### src/rtl/dcds_pkg.sv
package dcds_pkg;

   typedef enum logic [2:0] {
      ST_IDLE,
      ST_REF,
      ST_GAP,
      ST_SIG,
      ST_DRAIN,
      ST_PUSH
   } seq_state_t;

   typedef struct packed {
      logic vld;
      logic neg;
      logic last;
   } samp_tag_t;

endpackage

### src/rtl/dcds_seq.sv
module dcds_seq
   import dcds_pkg::*;
#(
   parameter int BURST_W = 8,
   parameter int GAP_W   = 8,
   parameter int SHIFT_W = 3
) (
   input  logic               clk,
   input  logic               rst_n,
   input  logic               pix_sync,
   input  logic [BURST_W-1:0] cfg_burst,
   input  logic [GAP_W-1:0]   cfg_settle,
   input  logic [SHIFT_W-1:0] cfg_shift,
   input  logic               drain_done,
   output logic               strobe,
   output samp_tag_t          tag,
   output logic               start,
   output logic               push,
   output logic               busy,
   output logic [SHIFT_W-1:0] shift_q
);

   localparam int CNT_W = (BURST_W > GAP_W) ? BURST_W : GAP_W;

   seq_state_t         state;
   logic [CNT_W-1:0]   cnt;
   logic [BURST_W-1:0] burst_q;
   logic [GAP_W-1:0]   settle_q;
   logic [BURST_W-1:0] burst_eff;

   assign burst_eff = (cfg_burst == '0) ? BURST_W'(1) : cfg_burst;
   assign start     = (state == ST_IDLE) && pix_sync;
   assign strobe    = (state == ST_REF) || (state == ST_SIG);
   assign busy      = (state != ST_IDLE);
   assign push      = (state == ST_PUSH);
   assign tag.vld   = strobe;
   assign tag.neg   = (state == ST_SIG);
   assign tag.last  = (state == ST_SIG) && (cnt == '0);

   always_ff @(posedge clk) begin
      if (!rst_n) begin
         state    <= ST_IDLE;
         cnt      <= '0;
         burst_q  <= BURST_W'(1);
         settle_q <= '0;
         shift_q  <= '0;
      end else begin
         case (state)
            ST_IDLE: if (pix_sync) begin
               burst_q  <= burst_eff;
               settle_q <= cfg_settle;
               shift_q  <= cfg_shift;
               cnt      <= CNT_W'(burst_eff) - CNT_W'(1);
               state    <= ST_REF;
            end
            ST_REF: begin
               if (cnt == '0) begin
                  if (settle_q == '0) begin
                     state <= ST_SIG;
                     cnt   <= CNT_W'(burst_q) - CNT_W'(1);
                  end else begin
                     state <= ST_GAP;
                     cnt   <= CNT_W'(settle_q) - CNT_W'(1);
                  end
               end else begin
                  cnt <= cnt - CNT_W'(1);
               end
            end
            ST_GAP: begin
               if (cnt == '0) begin
                  state <= ST_SIG;
                  cnt   <= CNT_W'(burst_q) - CNT_W'(1);
               end else begin
                  cnt <= cnt - CNT_W'(1);
               end
            end
            ST_SIG: begin
               if (cnt == '0) state <= ST_DRAIN;
               else           cnt   <= cnt - CNT_W'(1);
            end
            ST_DRAIN: if (drain_done) state <= ST_PUSH;
            ST_PUSH:  state <= ST_IDLE;
            default:  state <= ST_IDLE;
         endcase
      end
   end

   // latched burst length holds for the whole pixel
   a_r9_cfg_hold: assert property (@(posedge clk) disable iff (!rst_n)
      (state != ST_IDLE) |=> $stable(burst_q));

   // the final tag only returns while waiting for the pipeline
   a_r4_drain_only: assert property (@(posedge clk) disable iff (!rst_n)
      drain_done |-> (state == ST_DRAIN));

endmodule

### src/rtl/dcds_lat_pipe.sv
module dcds_lat_pipe
   import dcds_pkg::*;
#(
   parameter int ADC_LAT = 6
) (
   input  logic      clk,
   input  logic      rst_n,
   input  samp_tag_t tag_in,
   output samp_tag_t tag_out
);

   samp_tag_t stg [ADC_LAT];

   always_ff @(posedge clk) begin
      if (!rst_n) stg[0] <= '0;
      else        stg[0] <= tag_in;
   end

   for (genvar i = 1; i < ADC_LAT; i++) begin : g_stage
      always_ff @(posedge clk) begin
         if (!rst_n) stg[i] <= '0;
         else        stg[i] <= stg[i-1];
      end
   end

   assign tag_out = stg[ADC_LAT-1];

endmodule

### src/rtl/dcds_accum.sv
module dcds_accum
   import dcds_pkg::*;
#(
   parameter int SAMPLE_W = 12,
   parameter int ACC_W    = 20
) (
   input  logic                    clk,
   input  logic                    rst_n,
   input  logic                    clear,
   input  samp_tag_t               tag,
   input  logic [SAMPLE_W-1:0]     sample,
   output logic signed [ACC_W-1:0] acc
);

   logic signed [ACC_W-1:0] ext;

   assign ext = $signed(ACC_W'(sample));

   always_ff @(posedge clk) begin
      if (!rst_n || clear) acc <= '0;
      else if (tag.vld)    acc <= tag.neg ? (acc - ext) : (acc + ext);
   end

   // a pixel never starts while a previous word is still arriving
   a_r3_clear_idle: assert property (@(posedge clk) disable iff (!rst_n)
      clear |-> !tag.vld);

endmodule

### src/rtl/dcds_scale.sv
module dcds_scale #(
   parameter int ACC_W   = 20,
   parameter int OUT_W   = 16,
   parameter int SHIFT_W = 3
) (
   input  logic signed [ACC_W-1:0] acc,
   input  logic [SHIFT_W-1:0]      shift,
   output logic [OUT_W-1:0]        word
);

   logic signed [ACC_W-1:0] shifted;

   assign shifted = acc >>> shift;

   if (ACC_W > OUT_W) begin : g_sat
      localparam logic signed [ACC_W-1:0] MAXV = ACC_W'((2**(OUT_W-1)) - 1);
      localparam logic signed [ACC_W-1:0] MINV = -MAXV - ACC_W'(1);
      always_comb begin
         if (shifted > MAXV)      word = MAXV[OUT_W-1:0];
         else if (shifted < MINV) word = MINV[OUT_W-1:0];
         else                     word = shifted[OUT_W-1:0];
      end
   end else begin : g_pass
      assign word = shifted[OUT_W-1:0];
   end

endmodule

### src/rtl/dcds_pixel_accum.sv
module dcds_pixel_accum
   import dcds_pkg::*;
#(
   parameter int SAMPLE_W = 12,
   parameter int ACC_W    = 20,
   parameter int OUT_W    = 16,
   parameter int BURST_W  = 8,
   parameter int GAP_W    = 8,
   parameter int SHIFT_W  = 3,
   parameter int ADC_LAT  = 6
) (
   input  logic                clk,
   input  logic                rst_n,
   input  logic                pix_sync,
   input  logic [BURST_W-1:0]  cfg_burst,
   input  logic [GAP_W-1:0]    cfg_settle,
   input  logic [SHIFT_W-1:0]  cfg_shift,
   input  logic [SAMPLE_W-1:0] adc_data,
   output logic                samp_strobe,
   input  logic                fifo_full,
   output logic                fifo_wr_en,
   output logic [OUT_W-1:0]    fifo_wdata,
   output logic                overflow,
   output logic                busy
);

   if (ADC_LAT < 1) begin : g_bad_lat
      $error("ADC_LAT must be at least 1");
   end
   if (ACC_W <= SAMPLE_W) begin : g_bad_acc
      $error("ACC_W must exceed SAMPLE_W");
   end
   if (ACC_W < OUT_W) begin : g_bad_out
      $error("OUT_W may not exceed ACC_W");
   end

   samp_tag_t               tag_now;
   samp_tag_t               tag_back;
   logic                    start;
   logic                    push;
   logic [SHIFT_W-1:0]      shift_q;
   logic signed [ACC_W-1:0] acc;

   dcds_seq #(.BURST_W(BURST_W), .GAP_W(GAP_W), .SHIFT_W(SHIFT_W)) u_seq (
      .clk        (clk),
      .rst_n      (rst_n),
      .pix_sync   (pix_sync),
      .cfg_burst  (cfg_burst),
      .cfg_settle (cfg_settle),
      .cfg_shift  (cfg_shift),
      .drain_done (tag_back.vld && tag_back.last),
      .strobe     (samp_strobe),
      .tag        (tag_now),
      .start      (start),
      .push       (push),
      .busy       (busy),
      .shift_q    (shift_q)
   );

   dcds_lat_pipe #(.ADC_LAT(ADC_LAT)) u_pipe (
      .clk     (clk),
      .rst_n   (rst_n),
      .tag_in  (tag_now),
      .tag_out (tag_back)
   );

   dcds_accum #(.SAMPLE_W(SAMPLE_W), .ACC_W(ACC_W)) u_acc (
      .clk    (clk),
      .rst_n  (rst_n),
      .clear  (start),
      .tag    (tag_back),
      .sample (adc_data),
      .acc    (acc)
   );

   dcds_scale #(.ACC_W(ACC_W), .OUT_W(OUT_W), .SHIFT_W(SHIFT_W)) u_scale (
      .acc   (acc),
      .shift (shift_q),
      .word  (fifo_wdata)
   );

   assign fifo_wr_en = push && !fifo_full;
   assign overflow   = push && fifo_full;

   // no conversion is requested outside a pixel
   a_r2_strobe_busy: assert property (@(posedge clk) disable iff (!rst_n)
      samp_strobe |-> busy);

   // one write per pixel
   a_r6_one_write: assert property (@(posedge clk) disable iff (!rst_n)
      fifo_wr_en |=> !fifo_wr_en);

   // write or drop ends the pixel
   a_r7_end_idle: assert property (@(posedge clk) disable iff (!rst_n)
      (fifo_wr_en || overflow) |=> !busy);

   // a pixel only begins after a start pulse
   a_r8_busy_from_sync: assert property (@(posedge clk) disable iff (!rst_n)
      $rose(busy) |-> $past(pix_sync));

   // the sum is empty on the first busy cycle
   a_r3_acc_clear: assert property (@(posedge clk) disable iff (!rst_n)
      $rose(busy) |-> (acc == '0));

endmodule

### config.mk
export PLATFORM = sky130hd
export DESIGN_NAME = dcds_pixel_accum
export DESIGN_NICKNAME = d
export VERILOG_FILES = /design/src/rtl/dcds_pkg.sv /design/src/rtl/dcds_seq.sv /design/src/rtl/dcds_lat_pipe.sv /design/src/rtl/dcds_accum.sv /design/src/rtl/dcds_scale.sv /design/src/rtl/dcds_pixel_accum.sv
export SDC_FILE = /design/constraint.sdc
export NUM_CORES = 1
export LEC_CHECK = 0
export ABC_AREA = 1
export BUFFER_PORTS_ARGS = -buffer_cell sky130_fd_sc_hd__clkbuf_2
export CAP_MARGIN = 0
export CORE_MARGIN = 8
export CORE_UTILIZATION = 30
export CTS_CLUSTER_SIZE = 12
export DETAILED_ROUTE_END_ITERATION = 7
export PLACE_DENSITY = 0.49
export SYNTH_ARGS = -nofsm -noshare
export SYNTH_HDL_FRONTEND = slang
export SYNTH_SLANG_ARGS = --single-unit
### constraint.sdc
create_clock -name clk -period 2.4 [get_ports clk]
set_input_delay 0.24 -clock clk [delete_from_list [all_inputs] [get_ports clk]]
set_output_delay 0.24 -clock clk [all_outputs]
set_load 0.02 [all_outputs]
==> results of run 1 <==
[synthesized netlist by cell type]
master    number  area (µm²)
a211oi_1       2        15.0
a211oi_4       1        20.0
a21boi_0       1        7.51
a21o_1         5        37.5
a21oi_1       52         260
a22o_1         1        8.76
a22oi_1        2        15.0
a31oi_1        3        18.8
buf_2          9        45.0
buf_4          1        7.51
clkbuf_1      14        52.6
clkinv_1       3        11.3
dfxtp_1       68        1360
fa_1           1        20.0
ha_1          25         313
inv_1        141         529
inv_2          2        7.51
inv_4          1        6.26
mux2i_1        4        40.0
nand2_1      252         946
nand2_2        2        12.5
nand2_4        1        11.3
nand3_1       55         275
nand3_2        1        10.0
nand4_1        7        43.8
nor2_1        81         304
nor2_2         3        18.8
nor2_4         1        11.3
nor3_1         5        25.0
nor4_1         2        12.5
o21a_1         2        15.0
o21ai_0       94         470
o21ai_1        2        10.0
o21ai_4        1        16.3
o21bai_1       3        22.5
o22ai_1        5        31.3
o31ai_1        5        37.5
o41ai_1        1        8.76
or2_2          1        6.26
xnor2_1       11        96.3
xor2_1        22         193
[critical path: stages, from the launching register on]
cell and delay (ns):
dfxtp_1 0.36, inv_1 0.06, o21ai_0 0.24, o21ai_1 0.16, nor2_1 0.11, nand4_1 0.23, nand3_2 0.25, nand2_1 0.07
nand2_1 0.08, clkbuf_2 0.17
[state kept, by name, summed over array words and instances (netlist names)]
name            cells
u_seq.settle_q      8
u_pipe.stg         18
u_seq.state         3
u_acc.acc          20
u_seq.burst_q       8
u_seq.cnt           8
u_seq.shift_q       3
[cell families after synthesis]
kind of cell / count (synthesis) / share of synthesized area [%]
and+or+nand+nor: 411 / 31.3
AOI/OAI and AO/OA: 180 / 18.6
buffers and inverters: 171 / 12.3
DFF: 68 / 25.4
xor gates and xnor gates: 33 / 5.40
adders and majority gates: 26 / 6.22
muxes: 4 / 0.748
[worst min path at each step]
stage	start	endpoint	slack (ns)
after floorplan	cfg_settle[5]	u_seq.settle_q[5]	0.35
after global placement	u_pipe.stg[1][3]	u_pipe.stg[2][0]	0.39
after detailed placement	u_pipe.stg[1][4]	u_pipe.stg[2][1]	0.40
after CTS	cfg_settle[4]	u_seq.settle_q[4]	0.09
after global routing	cfg_settle[1]	u_seq.settle_q[1]	0.11
final	cfg_settle[0]	u_seq.settle_q[0]	0.1
[metrics by stage]
stage / TNS [ns] / utilization [%] / instances / hold WS (ns) / instance area, µm²
global route: -0.741 / 39.4 / 1241 / 0.109 / 6990
finish: 0 / 39.4 / 1241 / 0.0963 / 6990
CTS: 0 / 37.5 / 1235 / 0.0851 / 6650
global placement: -3.76 / 35.7 / 1219 / 0.393 / 6320
floorplan: 0 / - / 893 / 0.350 / 5350
detailed placement: -4.30 / 35.7 / 1219 / 0.400 / 6320
[area by class of cell]
cell class                      count  area share (%)
Tap cell                          229            4.10
Clock inverter                      6            1.04
Clock buffer                       10            3.42
Sequential cell                    68            19.6
Multi-Input combinational cell    656            51.9
Inverter                          147            7.97
Timing Repair Buffer              125            11.9
[metal layers]
metal	wire, µm	part of all wire, %	vias up	GRT usage [%]
met5	0	0	-	0
met4	170	1.1	0	3.23
met3	649	4.0	13	3.11
met2	7550	47	100	23.9
met1	7710	48	2506	18.9
li1	-	-	3083	-
[report_power, final]
group	total, mW	switching [mW]	internal, mW	leakage [nW]
clock network	1.40	0.558	0.842	0.149
registers	1.45	0.156	1.29	0.555
logic	2.72	1.78	0.941	2.91
total	5.56	2.49	3.07	3.62
[cell usage in the layout, fill, tap and decap left out, types with 5 or more instances in the layout]
master,n
nand2_1,239
inv_1,133
o21ai_0,84
nor2_1,76
buf_4,69
dfxtp_1,65
nand3_1,51
clkbuf_2,50
a21oi_1,45
xor2_1,22
ha_1,18
nand2_2,13
o21ai_1,12
xnor2_1,11
inv_2,9
clkbuf_16,9
nand4_1,7
a21oi_2,6
nor2_4,5
a21o_1,5
o22ai_1,5
ha_4,5
[timing repair]
item | 4_1_cts | 5_1_grt
gates resized for setup | 6 | 86
hold buffers | 0 | 0
endpoints found under the setup margin | 19 | 28
pin swaps | 0 | 25
setup buffers | 0 | 4
gates cloned | 0 | 2
==> results.md, run 1 <==
- Vias per inst: 4.59
- Status: complete, no violations
- # diodes: 0
- DIE WIDTH: 150 µm
- Critical Path Start: u_acc.acc[17]
- CP Capture Type: primary output
- Total CTS buffers: 9
- Total number of vias: 5702
- Number of remaining DRC errors: 0
- FF-to-FF End: u_acc.acc[16]
- Peak VDD IR: 0.547 mV
- R2r worst-path depth: 13
- Dpl ws: -0.492 ns
- Pleak: 3.62 nW
- Top fanout value on the critical path: 7
- Worst slew pin tran: 0.711 ns
- Setup Crit Path Kind: reg -> out
- First-pass GRT wire length: 26100 µm
- Die Area: 22400 µm²
- Period utilization: 97.8%
- Clk buf depth: 2
- Unique masters post-synth: 41
- FILL cells: 1951
- Min-Delay Path Depth: 3
- Root buffer cell: clkbuf_16
- Share of cells above drive strength 1: 20.8%
- Crit path launch type: flip-flop
- Fin nets: 1068
- Post-synthesis cell count: 893
- Starting Density: 30.2%
- Fmax: 426 MHz
- Reg2reg setup slack: 0.19 ns
- Antenna violations before repair: 0
- Core area: 17700 µm²
- FF+latch area: 1370 µm²
- Die H: 150 µm
- CTS clock-pin slew for the worst setup and hold paths: 0.06 ns
- Critical Path Sink: fifo_wdata[1]
- Vias in the first global route: 5403
- Post-Syn Area: 5350 µm²
- Wire per inst: 13.0 µm
- WP data required: 2.16 ns
- Port buffer count: 54
- CTS tree: yes
- Global router's overall resource usage: 14.5%
- Post-DP HPWL: 12700 µm
- Final Hold Fails: 0
- Worst r2r src: u_pipe.stg[2][4]
- IO Pins: 55
- Rows: 49
- Worst skew pair latency: 0.35 ns
- Min cycle time layout: 2.35 ns
- Tot Pwr: 5.56 mW
- Clock skew: 0.0104 ns
- Multi-input gate area: 3630 µm²
- Overflow after GRT: 0
- H-tree depth: 3
- RSZ-0062 raised after global routing: yes
- Relative slew margins: 52.3%
- Largest net degree at the start of global routing: 29
- Syn avg cell area: 6.00 µm²
- Final count of pins violating max slew: 0
- Worst Hold Class: in -> reg
- First-pass DRT Iterations: 4
- Syn nets: 954
- Antenna-violating nets left: 0
- Seq/Total Area, Yosys: 25.4%
- DRT iter0 DRCs: 294
- Final Wtd Congestion: 0.821
- Sinks on Clock Net: 68
- Arr. time, crit path: 2.11 ns
- Final worst slack: 0.0524 ns
- # Max-Cap Violations: 0
- Final number of setup-violating endpoints: 0
- P&R area growth vs syn: 30.5%
- Synth warn: 0
- Yosys reg bits: 68
- Post-Route WL: 16100 µm
- Pwr dens: 796 nW/µm²
Note: power is estimated with default switching activity, not from simulation.
==> run 2: changes to the inputs <==
==> constraint.sdc (replaced) <==
create_clock -name clk -period 2.4 [get_ports clk]
set_input_delay 0.48 -clock clk [delete_from_list [all_inputs] [get_ports clk]]
set_output_delay 0.48 -clock clk [all_outputs]
set_load 0.02 [all_outputs]
==> results.md, run 2 (synthesis results as in run 1) <==
- # diodes: 0
- WP data required: 1.92 ns
- Commonest non-fill, non-tap cell in the layout: nand2_1
- Sequential share of power: 25.1%
- Vias in the first global route: 5257
- Tot Pwr: 5.74 mW
- Antenna-violating nets left: 0
- Post-DP HPWL: 12800 µm
- Max FFs per register: 20
- NetSw: 2.51 mW
- Worst skew pair latency: 0.34 ns
- Logic pwr share: 51.1%
- Min cycle time layout: 2.43 ns
- Share of cells above drive strength 1: 24.3%
- FILL cells: 1938
- Switch share: 43.8%
- Total CTS buffers: 9
- Clk buf depth: 2
- Top fanout value on the critical path: 7
- IO Pins: 55
- Core area: 17700 µm²
- Overflow after GRT: 0
- Worst Hold Class: in -> reg
- Root buffer cell: clkbuf_16
- Largest net degree at the start of global routing: 29
- DRT iter0 DRCs: 297
- CTS clock-pin slew for the worst setup and hold paths: 0.07 ns
- Port buffer count: 54
- # Max-Cap Violations: 0
- Final worst slack: -0.0318 ns
- Biggest regs: u_acc.acc (20), u_pipe.stg (18)
- P&R area growth vs syn: 35.1%
- Pwr dens: 793 nW/µm²
- Int Power: 3.22 mW
- First-pass DRT Iterations: 4
- Final Hold Fails: 0
- DIE WIDTH: 150 µm
- Total number of vias: 5749
- Relative slew margins: 51.7%
- First-pass GRT wire length: 25800 µm
- RSZ-0062 raised after global routing: yes
- Final hold slack: 0.337 ns
- Clock share of power: 23.9%
- Worst slew pin tran: 0.721 ns
- Antenna violations before repair: 1
- CTS tree: yes
- Biggest register: u_acc.acc
- Global router's overall resource usage: 14.2%
- Die H: 150 µm
- Sinks on Clock Net: 68
- Rows: 49
- Setup Crit Path Kind: reg -> out
- Final Wtd Congestion: 0.859
- CP Capture Type: primary output
- Period utilization: 101%
- Fin nets: 1072
- Die Area: 22400 µm²
- Starting Density: 30.2%
- Status: complete, but fails checks
- Arr. time, crit path: 1.95 ns
- Final number of setup-violating endpoints: 9
- Peak VDD IR: 0.666 mV
- Crit path launch type: flip-flop
- Most frequent cells in the layout: nand2_1 (225), inv_1 (134), o21ai_0 (78), nor2_1 (76), buf_4 (76)
- Vias per inst: 4.62
- Number of remaining DRC errors: 0
- Wire per inst: 12.8 µm
- Clock skew: 0.0103 ns
- Failing checks: setup timing
- Final Util: 40.8%
- Post-Route WL: 15900 µm
- H-tree depth: 3
- Final count of pins violating max slew: 0
- Pleak: 3.65 nW
- Fmax: 411 MHz
-- run 2: changes by cell type in the layout (fill, tap and decap cells not counted), sizes merged --
cell and change:
clkinv -3, inv +1, buf +12, clkbuf -8, clkinvlp +2
-- run 2: metrics by stage --
| stage | instance area (µm²) | cells | TNS [ns] | setup WS (ns) |
|---|---|---|---|---|
| 2_1_floorplan | 5450 | 893 | -0.211 | -0.0979 |
| 3_3_place_gp | 6420 | 1219 | -5.60 | -0.567 |
| 3_5_place_dp | 6420 | 1219 | -5.86 | -0.564 |
| 4_1_cts | 6880 | 1240 | -0.0244 | -0.0166 |
| 5_1_grt | 7240 | 1245 | -3.38 | -0.199 |
| 6_report | 7240 | 1245 | -0.0874 | -0.0318 |
-- run 2: final timing paths --
| path | endpoint | from | slack [ns] | depth (start not counted) |
|---|---|---|---|---|
| setup / recovery | fifo_wdata[7] | u_seq.shift_q[0] | -0.03 | 9 |
| hold / removal | u_seq.settle_q[4] | cfg_settle[4] | 0.34 | 3 |
| setup reg to reg | u_acc.acc[12] | u_pipe.stg[2][4] | 0.12 | 15 |
| hold reg to reg | u_pipe.stg[1][5] | u_pipe.stg[1][2] | 0.41 | 2 |
-- run 2: final cells by class --
type	count	area (µm²)	area share [%]
clock buffer	10	239	3.30
clock inverter	6	71.3	0.986
inverter	147	576	7.95
multi-input combinational	656	3750	51.8
sequential	68	1370	18.9
tap	229	287	3.96
timing repair buffer	129	946	13.1
-- run 2: worst max-delay path, cell delays in order (launching register included) --
cell	delay [ns]
dfxtp_4	0.37
buf_6	0.14
o21ai_1	0.19
o21ai_2	0.11
nor2_1	0.10
nand4_1	0.19
nand3_2	0.20
nand2_1	0.09
nand2_1	0.07
clkbuf_2	0.17
-- run 2: what timing repair did --
| action | 4_1_cts | 5_1_grt |
|---|---|---|
| resized for setup | 37 | 102 |
| buffers inserted | 3 | 5 |
| gates cloned | 2 | 0 |
| hold buffers | 0 | 0 |
| hold endpoints to repair | 0 | 0 |
| endpoints found under the setup margin | 26 | 27 |
| pin swaps | 19 | 22 |
-- run 2: power groups by stage --
| stage | logic [mW] | registers, mW | clock network [mW] |
|---|---|---|---|
| after floorplan | 1.91 | 1.41 | 0 |
| after CTS | 2.73 | 1.44 | 1.40 |
| after detailed placement | 2.67 | 1.46 | 0 |
| after global placement | 2.68 | 1.46 | 0 |
| after global routing | 3.28 | 1.47 | 1.45 |
| final | 2.93 | 1.44 | 1.37 |
-- run 2: layer usage --
metal	vias to the layer above	part of all wire, %	global-route usage [%]
li1	3087	-	-
met1	2539	48	18.5
met2	99	47	22.9
met3	22	4.0	3.14
met4	2	1.7	4.34
met5	-	0.082	0
==> run 3: changes to the inputs <==
--- a/config.mk
+++ b/config.mk
@@ -5,7 +5,6 @@
 export SDC_FILE = /design/constraint.sdc
 export NUM_CORES = 1
 export LEC_CHECK = 0
-export ABC_AREA = 1
 export BUFFER_PORTS_ARGS = -buffer_cell sky130_fd_sc_hd__clkbuf_2
 export CAP_MARGIN = 0
 export CORE_MARGIN = 8
==> results.md, run 3 <==
- Status: complete, but fails checks
- Failing checks: setup timing
- Commonest non-fill, non-tap cell in the layout: buf_4
- Top post-synthesis cells by area: dfxtp_1 (26%), mux2i_1 (8.6%), nand2_1 (6.4%)
- Yosys reg bits: 68
- Setup_tns: -6.51 ns
- Total CTS buffers: 9
- P&R area growth vs syn: 46.3%
- Pleak: 3.20 nW
- Tot Pwr: 4.90 mW
- Pwr dens: 644 nW/µm²
- Synth warn: 0
- Final Non-Filler Cells: 1054
- Setup Crit Path Kind: in -> reg
- Antenna-violating nets left: 0
- DRT iter0 DRCs: 173
- DIE WIDTH: 148 µm
- RSZ-0062 raised after global routing: yes
- Top fanout value on the critical path: 3
- Biggest register: u_acc.acc
- # Max-Cap Violations: 0
- Busiest grt layer: met2
- Clock skew: 0.00637 ns
- Final count of pins violating max slew: 0
- Placed Cells incl. Taps: 1019
- CP Capture Type: flip-flop
- Die H: 148 µm
- R2r worst-path depth: 10
- Met3 Resource Use GR: 2.87%
- Antenna violations before repair: 0
- CTS clock-pin slew for the worst setup and hold paths: 0.06 ns
- Seq/Total Area, Yosys: 26.1%
- Most frequent cells in the layout: buf_4 (116), nand2_1 (86), dfxtp_1 (62), nor2_1 (51), mux2i_1 (37)
- Worst skew pair latency: 0.33 ns
- Final Hold Fails: 0
- Int Power: 3.07 mW
- Sequential share of power: 30.1%
- Ys flop type: dfxtp_1
- Unique masters post-synth: 67
- Relative slew margins: 57.9%
- Die Area: 21800 µm²
- Global router's overall resource usage: 14.9%
- Core area: 17100 µm²
- Synth top cells by count: nand2_1 (89), dfxtp_1 (68), nor2_1 (56), mux2i_1 (45)
- NetSw: 1.83 mW
- Final number of setup-violating endpoints: 27
- Wire per inst: 15.4 µm
- Worst slew pin tran: 0.631 ns
- Post-synthesis cell count: 665
- Arr. time, crit path: 3.24 ns
- Fmax: 338 MHz
- Logic pwr share: 41.7%
- Starting Density: 30.4%
- Max FFs per register: 20
- Syn nets: 726
- Period utilization: 123%
- Leading area contributor after synthesis: dfxtp_1
- GR Util met1: 16.7%
- Worst r2r src: u_pipe.stg[2][4]
- Final Wtd Congestion: 0.896
- Total number of vias: 5306
- Fin nets: 886
- Clk buf depth: 2
- Post-Route WL: 16300 µm
- Post-DP HPWL: 12700 µm
- First-pass DRT Iterations: 4
- # diodes: 0
- Yosys top cell area share: 26.1%
- Asr flop ratio synth: 0%
- H-tree depth: 3
- Post-Syn Area: 5210 µm²
- Reg2reg setup slack: -0.27 ns
- IO Pins: 55
- Most frequent cell after synthesis: nand2_1
- Worst Hold Class: in -> reg
- Min-Delay Path Depth: 3
- Min cycle time layout: 2.96 ns
- WP data required: 2.68 ns
- Syn avg cell area: 7.83 µm²
- Share of cells above drive strength 1: 35.2%
- Clock share of power: 28.2%
- FF-to-FF End: u_acc.acc[19]
- Largest net degree at the start of global routing: 35
- Peak VDD IR: 0.689 mV
- First-pass GRT wire length: 26800 µm
- Hold Crit Endpoint: u_seq.settle_q[3]
- Root buffer cell: clkbuf_16
- Hold Path Origin: cfg_settle[3]
- Sinks on Clock Net: 68
- Biggest regs: u_acc.acc (20), u_pipe.stg (18)
- Switch share: 37.3%
- Vias in the first global route: 5486
- CTS tree: yes
- Overflow after GRT: 0
- Vias per inst: 5.03
- Port buffer count: 54
- Final worst slack: -0.561 ns
- Crit path launch type: input pin
- Number of remaining DRC errors: 0
- Post-synth EDFFs: 0
- Rows: 48
- Met2 Use GR: 27.7%
-- run 3: cell types whose count changed after synthesis, moves of 14 or more --
cell and delta:
nor2_1 -25, mux2i_1 +41, nand2_1 -163, inv_1 -114, nand3_1 -47, a21oi_1 -14
nor3_1 +14, xnor2_1 +14, o21ai_0 -56, and2_1 +20, a21boi_0 +18
-- run 3: area by class of cell --
cell class | instances | area, µm²
clock inverter | 5 | 77.6
multi-input combinational | 536 | 4100
inverter | 27 | 101
clock buffer | 10 | 229
timing repair buffer | 183 | 1450
sequential | 68 | 1370
fill | 1733 | 9500
tap | 225 | 282
-- run 3: critical path: stages --
cell and delay (ns):
buf_6 0.09, or3_4 0.42, o21bai_1 0.16, xor2_1 0.18, ha_1 0.28, a21o_1 0.18, a311o_1 0.31, a21oi_4 0.21
a2111oi_4 0.09, or4_4 0.50, a211o_1 0.28, nand2_1 0.07
-- run 3: logic make-up (layout without fill, tap and decap cells) --
group | count (synthesis) | after routing | share of synthesized area [%]
adder cells (fa/ha/maj) | 27 | 27 | 6.58
buffers and inverters | 61 | 225 | 4.54
multiplexers | 51 | 51 | 10.8
XOR/XNOR | 43 | 43 | 7.23
AO/OA/AOI/OAI | 182 | 182 | 23.1
flip-flops | 68 | 68 | 26.1
AND/OR/NAND/NOR | 233 | 233 | 21.6
-- run 3: how the worst max path moves through the flow --
stage / start / to / slack, ns / cells after the start
floorplan: adc_data[3] / u_acc.acc[19] / -0.73 / 11
global placement: adc_data[0] / u_acc.acc[19] / -0.91 / 15
detailed placement: adc_data[0] / u_acc.acc[19] / -0.96 / 15
CTS: adc_data[3] / u_acc.acc[19] / -0.54 / 12
global route: adc_data[4] / u_acc.acc[19] / -0.64 / 12
finish: adc_data[4] / u_acc.acc[19] / -0.56 / 12
-- run 3: metal layers --
metal / vias to the layer above / wire length [µm] / part of all wire [%]
met1: 2515 / 7000 / 43
met3: 25 / 432 / 2.7
met2: 66 / 8490 / 52
met4: 0 / 356 / 2.2
li1: 2700 / - / -
met5: - / 0 / 0
-- run 3: power groups by stage --
stage / Clock [mW] / Sequential, mW / Combinational (mW)
finish: 1.38 / 1.47 / 2.05
global route: 1.47 / 1.50 / 2.29
CTS: 1.43 / 1.46 / 1.98
detailed placement: 0 / 1.49 / 1.92
global placement: 0 / 1.48 / 1.90
floorplan: 0 / 1.42 / 1.43
-- run 3: repair_timing --
| action | in CTS | in global routing |
|---|---|---|
| hold buffers | 0 | 0 |
| gates resized for setup | 83 | 79 |
| cloned | 2 | 0 |
| endpoints found under the setup margin | 29 | 31 |
| setup buffers | 11 | 10 |
| pin swaps | 24 | 45 |
-- run 3: per-stage QoR --
stage | area [µm²] | setup WS (ns) | util [%] | hold WS (ns)
after floorplan | 5260 | -0.726 | - | 0.412
final | 7620 | -0.561 | 44.5 | 0.377
after CTS | 7200 | -0.537 | 42.1 | 0.363
after global placement | 6500 | -0.911 | 38.0 | 0.415
after global routing | 7620 | -0.641 | 44.5 | 0.384
after detailed placement | 6500 | -0.964 | 38.0 | 0.418
